$ cat src/rtl/pmu_pkg.sv
package pmu_pkg;
  localparam int unsigned A_CTRL = 0;
  localparam int unsigned A_ESEL = 1;
  localparam int unsigned A_IEN  = 2;
  localparam int unsigned A_FLAG = 3;
  localparam int unsigned A_CYC  = 4;

  localparam int unsigned B_RUN   = 0;
  localparam int unsigned B_EVRST = 1;
  localparam int unsigned B_CYRST = 2;
  localparam int unsigned B_DIV   = 3;
endpackage

$ cat src/rtl/pmu_prescaler.sv
module pmu_prescaler #(
  parameter int DIV = 64
) (
  input  logic clk,
  input  logic rst,
  input  logic run,
  input  logic clr,
  output logic tick
);
  localparam int PW = (DIV > 1) ? $clog2(DIV) : 1;
  localparam logic [PW-1:0] LAST = PW'(DIV - 1);

  logic [PW-1:0] cnt_q;

  assign tick = run && (cnt_q == LAST);

  always_ff @(posedge clk) begin
    if (rst || clr) begin
      cnt_q <= '0;
    end else if (run) begin
      cnt_q <= (cnt_q == LAST) ? '0 : cnt_q + 1'b1;
    end
  end
endmodule

$ cat src/rtl/pmu_counter.sv
module pmu_counter #(
  parameter int W = 32
) (
  input  logic         clk,
  input  logic         rst,
  input  logic         load,
  input  logic [W-1:0] load_val,
  input  logic         clr,
  input  logic         inc,
  output logic [W-1:0] value,
  output logic         wrap
);
  logic [W-1:0] val_q;

  assign value = val_q;
  assign wrap  = inc && !load && !clr && (&val_q);

  always_ff @(posedge clk) begin
    if (rst) begin
      val_q <= '0;
    end else if (load) begin
      val_q <= load_val;
    end else if (clr) begin
      val_q <= '0;
    end else if (inc) begin
      val_q <= val_q + 1'b1;
    end
  end
endmodule

$ cat src/rtl/pmu_ctrl_regs.sv
module pmu_ctrl_regs
  import pmu_pkg::*;
#(
  parameter int DW      = 32,
  parameter int ADDR_W  = 4,
  parameter int NUM_CTR = 5,
  parameter int SEL_BITS = 32
) (
  input  logic                clk,
  input  logic                rst,
  input  logic                we,
  input  logic [ADDR_W-1:0]   addr,
  input  logic [DW-1:0]       wdata,
  input  logic [NUM_CTR-1:0]  ovf,
  output logic                run,
  output logic                div64,
  output logic                evrst,
  output logic                cyrst,
  output logic [SEL_BITS-1:0] esel,
  output logic [NUM_CTR-1:0]  ien,
  output logic [NUM_CTR-1:0]  flags,
  output logic                irq
);
  logic                wr_ctrl, wr_esel, wr_ien, wr_flag;
  logic [NUM_CTR-1:0]  flags_d, ien_d, clr_mask;
  logic                run_q, div_q, irq_q;
  logic [SEL_BITS-1:0] esel_q;
  logic [NUM_CTR-1:0]  ien_q, flags_q;

  assign wr_ctrl = we && (addr == ADDR_W'(A_CTRL));
  assign wr_esel = we && (addr == ADDR_W'(A_ESEL));
  assign wr_ien  = we && (addr == ADDR_W'(A_IEN));
  assign wr_flag = we && (addr == ADDR_W'(A_FLAG));

  assign evrst = wr_ctrl && wdata[B_EVRST];
  assign cyrst = wr_ctrl && wdata[B_CYRST];

  always_comb begin
    clr_mask = wr_flag ? wdata[NUM_CTR-1:0] : '0;
    flags_d  = (flags_q & ~clr_mask) | ovf;
    ien_d    = wr_ien ? wdata[NUM_CTR-1:0] : ien_q;
  end

  always_ff @(posedge clk) begin
    if (rst) begin
      run_q   <= 1'b0;
      div_q   <= 1'b0;
      esel_q  <= '0;
      ien_q   <= '0;
      flags_q <= '0;
      irq_q   <= 1'b0;
    end else begin
      if (wr_ctrl) begin
        run_q <= wdata[B_RUN];
        div_q <= wdata[B_DIV];
      end
      if (wr_esel) begin
        esel_q <= wdata[SEL_BITS-1:0];
      end
      ien_q   <= ien_d;
      flags_q <= flags_d;
      irq_q   <= |(flags_d & ien_d);
    end
  end

  assign run   = run_q;
  assign div64 = div_q;
  assign esel  = esel_q;
  assign ien   = ien_q;
  assign flags = flags_q;
  assign irq   = irq_q;
endmodule

$ cat src/rtl/perf_monitor_unit.sv
module perf_monitor_unit
  import pmu_pkg::*;
#(
  parameter int CNT_W      = 32,
  parameter int NUM_EVT    = 4,
  parameter int SEL_W      = 8,
  parameter int NUM_EVENTS = 32,
  parameter int PRESCALE   = 64,
  parameter int ADDR_W     = 4
) (
  input  logic                  clk,
  input  logic                  rst,
  input  logic [ADDR_W-1:0]     reg_addr,
  input  logic                  reg_we,
  input  logic [CNT_W-1:0]      reg_wdata,
  input  logic                  reg_re,
  output logic [CNT_W-1:0]      reg_rdata,
  input  logic [NUM_EVENTS-1:0] event_strobe,
  output logic                  pmu_irq
);
  localparam int NUM_CTR  = NUM_EVT + 1;
  localparam int SEL_BITS = NUM_EVT * SEL_W;
  localparam int EIW      = (NUM_EVENTS > 1) ? $clog2(NUM_EVENTS) : 1;

  logic                run, div64, evrst, cyrst, pre_tick, cyc_inc;
  logic [SEL_BITS-1:0] esel;
  logic [NUM_CTR-1:0]  ien_q, flags_q, ovf, ctr_inc, ctr_clr, ctr_load;
  logic [CNT_W-1:0]    cnt_val [NUM_CTR];
  logic [CNT_W-1:0]    cyc_val;
  logic [CNT_W-1:0]    rd_val, rdata_q;

  pmu_ctrl_regs #(
    .DW(CNT_W), .ADDR_W(ADDR_W), .NUM_CTR(NUM_CTR), .SEL_BITS(SEL_BITS)
  ) u_regs (
    .clk(clk), .rst(rst), .we(reg_we), .addr(reg_addr), .wdata(reg_wdata),
    .ovf(ovf), .run(run), .div64(div64), .evrst(evrst), .cyrst(cyrst),
    .esel(esel), .ien(ien_q), .flags(flags_q), .irq(pmu_irq)
  );

  pmu_prescaler #(.DIV(PRESCALE)) u_pre (
    .clk(clk), .rst(rst), .run(run), .clr(cyrst), .tick(pre_tick)
  );

  assign cyc_inc = run && (!div64 || pre_tick);

  generate
    for (genvar i = 0; i < NUM_CTR; i++) begin : g_ctr
      if (i == 0) begin : g_cyc
        assign ctr_inc[i] = cyc_inc;
        assign ctr_clr[i] = cyrst;
      end else begin : g_evt
        logic [SEL_W-1:0] code;
        assign code       = esel[(i-1)*SEL_W +: SEL_W];
        assign ctr_inc[i] = run && (32'(code) < NUM_EVENTS) && event_strobe[code[EIW-1:0]];
        assign ctr_clr[i] = evrst;
      end
      assign ctr_load[i] = reg_we && (reg_addr == ADDR_W'(A_CYC + i));

      pmu_counter #(.W(CNT_W)) u_cnt (
        .clk(clk), .rst(rst), .load(ctr_load[i]), .load_val(reg_wdata),
        .clr(ctr_clr[i]), .inc(ctr_inc[i]), .value(cnt_val[i]), .wrap(ovf[i])
      );
    end
  endgenerate

  assign cyc_val = cnt_val[0];

  always_comb begin
    rd_val = '0;
    if (reg_addr == ADDR_W'(A_CTRL)) begin
      rd_val = CNT_W'({div64, 2'b00, run});
    end else if (reg_addr == ADDR_W'(A_ESEL)) begin
      rd_val = CNT_W'(esel);
    end else if (reg_addr == ADDR_W'(A_IEN)) begin
      rd_val = CNT_W'(ien_q);
    end else if (reg_addr == ADDR_W'(A_FLAG)) begin
      rd_val = CNT_W'(flags_q);
    end else begin
      for (int i = 0; i < NUM_CTR; i++) begin
        if (reg_addr == ADDR_W'(A_CYC + i)) rd_val = cnt_val[i];
      end
    end
  end

  always_ff @(posedge clk) begin
    if (rst) rdata_q <= '0;
    else     rdata_q <= reg_re ? rd_val : '0;
  end

  assign reg_rdata = rdata_q;
endmodule

$ cat config.mk
export PLATFORM = sky130hd
export DESIGN_NAME = perf_monitor_unit
export DESIGN_NICKNAME = d
export VERILOG_FILES = /design/src/rtl/pmu_pkg.sv /design/src/rtl/pmu_prescaler.sv /design/src/rtl/pmu_counter.sv /design/src/rtl/pmu_ctrl_regs.sv /design/src/rtl/perf_monitor_unit.sv
export SDC_FILE = /design/constraint.sdc
export NUM_CORES = 1
export LEC_CHECK = 0
export ABC_AREA = 1
export CORE_ASPECT_RATIO = 0.9
export CORE_UTILIZATION = 55
export DETAILED_ROUTE_END_ITERATION = 7
export HOLD_SLACK_MARGIN = 0.12
export PLACE_DENSITY = 0.75
export SLEW_MARGIN = 20
export SYNTH_ARGS = -nofsm -noshare
export SYNTH_HDL_FRONTEND = slang
export SYNTH_HIERARCHICAL = 1
export SYNTH_SLANG_ARGS = --single-unit
$ cat constraint.sdc
create_clock -name clk -period 7.7 [get_ports clk]
set_clock_uncertainty 0.2 [all_clocks]
set_input_delay 1.54 -clock clk [delete_from_list [all_inputs] [get_ports clk]]
set_output_delay 1.54 -clock clk [all_outputs]
set_load 0.05 [all_outputs]
==> metrics.txt <==
GRT Overall Usage a little over two fifths; commonest non-fill, non-tap cells in the layout nand2_1 (873), a21oi_1 (388), nor2_1 (299); Detailed Route Iter0 Violations 2962; Reg clk slew, reported paths roughly 0.06 ns; synth unique cells 40; vias in the first global route 17800; Syn Area/Cell around 5.9 sq um; min Tclk post-route ~4.9 ns; synth warn 6; # rows 61; critical path type in2reg; CP required 7.98 ns; number of enable flip-flop cells after synthesis 0; Final Slew Violations 0; fill count roughly 3000; Hold Violations, Final 0; critical path arrival between 5 and 6 ns; DIE HEIGHT 170 um; Pwr Density between 150 and 200 mW/mm^2; ys flop type dfxtp_1; number of CTS-inserted buffers 28; first-pass GRT wire length ~110 mm; Net Count, Synth around 3000; unrepaired setup endpoints after global routing no; Fmax ~200 MHz; Layout area overhead 11.4%; setup TNS 0 ns; most common cell after layout, fill and taps aside nand2_1; CTS tree built; core area a little over 0.03 sq mm; drt pass-1 iters 6; total chip power 3180 uW; hold buffers post-CTS 0; Post-Synthesis Cells just under 3000; post-CTS sizing 0; Synth top area share 28.2%; worst hold path type reg2reg; Die X 189 um; layout cells sized above 1 ~6.7%; grt ovf 0; Leak approximately 0.0074 uW; CTS max path bufs 3; average vias per placed instance between 6 and 7; critical path peak fanout 56; Rel. slew slack 23.9%; Post-DRT Antenna Nets 0; status finished clean; Root Buffer Master clkbuf_16; # port buffers 104; DP Wirelength approximately 52 mm; Seq/Total Area, Yosys between 20 and 30%; I/O pin cnt roughly 110; DRC viols 0; largest net degree at the start of global routing 57; die area between 0.03 and 0.04 sq mm; Synth Cell Area between 0.015 and 0.02 sq mm; startpoint types primary input; CTS HTree Levels 1; Final nets about 3000; latest clock arrival within the worst-skew pair 0.60 ns; ys async rst share 0%; worst vdd ir 0.000185 V; initial antenna violation count 4; FF+latch count, synth 243; maximum capacitance violations 0; area of the multi-input gates 0.0108 sq mm; vias 20700; Starting Density 55.8%; Crit. End Element flip-flop; largest area contributor in the netlist dfxtp_1; diode count 0; worst slew pin tran around 1.1 ns; total wire length between 70 and 80 mm; Setup violations, final 0; TritonCTS Sinks around 240; register area 0.00486 sq mm; Tcrit/Tclk final a little under two thirds; dominant cells by area after synthesis dfxtp_1 (28%), nand2_1 (19%), a21oi_1 (11%); post-CTS setup buffers 0; routability congestion estimate from global placement 1.03; WL per Instance about 22 um
## area by class of cell
class | instances | share of cell area, %
Sequential cell | 243 | 25.3
Tap cell | 409 | 2.66
Timing Repair Buffer | 115 | 5.82
Inverter | 246 | 4.82
Clock inverter | 11 | 0.898
Clock buffer | 40 | 4.35
Multi-Input combinational cell | 2300 | 56.1
## synthesized netlist by cell type, types with 12 or more instances
cell type and number:
o22ai_1 30, a21oi_1 388, inv_2 16, inv_1 228, buf_2 43, buf_6 12
buf_4 21, nand4_1 22, nor2_4 42, clkbuf_1 49, nand3_1 287, o21ai_0 216
nor2_2 21, nor2_1 303, dfxtp_1 243, nand2_1 873, or2_2 20
## stage by stage
stage               hold WS, ns  util [%]  area (sq um)  std cells  worst slack [ns]
finish                    0.286      62.2         19200       3364              2.81
global route              0.304      62.2         19200       3364              2.67
detailed placement        0.272      58.9         18200       3313              2.40
floorplan                 0.241         -         17300       2915              3.95
CTS                       0.281      62.2         19200       3364              2.99
global placement          0.268      58.9         18200       3313              2.40
## registers in the layout (all words and copies together) (netlist names)
| register | flops |
|---|---|
| g_ctr.u_cnt/value | 160 |
| reg_rdata | 32 |
| u_pre/cnt_q | 6 |
| u_regs/div64 | 1 |
| u_regs/esel | 32 |
| u_regs/flags | 5 |
| u_regs/ien | 5 |
| u_regs/irq | 1 |
| u_regs/run | 1 |
## metal layers
layer	part of all wire (%)	vias to the layer above	track usage [%]
met5	0.044	-	0
met4	6.3	6	23.3
met3	14	257	11.8
met2	39	1396	60.7
met1	41	9435	61.1
li1	-	9597	-
## where the power goes
| part | leakage, uW | internal [uW] | switching, uW |
|---|---|---|---|
| clock | 0.000497 | 887 | 593 |
| sequential | 0.00197 | 1290 | 64.4 |
| combinational | 0.00498 | 106 | 237 |
| total | 0.00744 | 2290 | 894 |
## worst max-delay path: stages
cell,delay [ns]
clkdlybuf4s50_1,0.77
nor2_1,0.15
nand3_2,0.08
buf_4,0.45
nor2_2,0.05
buf_4,0.27
nor2_4,0.11
buf_4,0.31
nand2_2,0.47
inv_2,0.63
a21oi_1,0.09
a21oi_1,0.21
## cell families after synthesis
logic type / share of synthesized area [%]
adders and majority gates: 0.435
DFF: 28.2
and+or+nand+nor: 41.5
xor gates and xnor gates: 0.0508
AOI/OAI and AO/OA: 20.4
buffers and inverters: 9.40
## path summary, 6_finish.rpt
kind                              endpoint       startpoint  slack [ns]  cells after the start
setup / recovery  g_ctr[4].u_cnt/value[18]      reg_addr[0]        2.81                     12
hold / removal             u_regs/esel[23]  u_regs/esel[23]        0.29                      2
setup reg to reg  g_ctr[4].u_cnt/value[30]       u_regs/run        3.59                     11
hold reg to reg            u_regs/esel[23]  u_regs/esel[23]        0.29                      2
No activity file was read; power rests on OpenSTA's default activity.
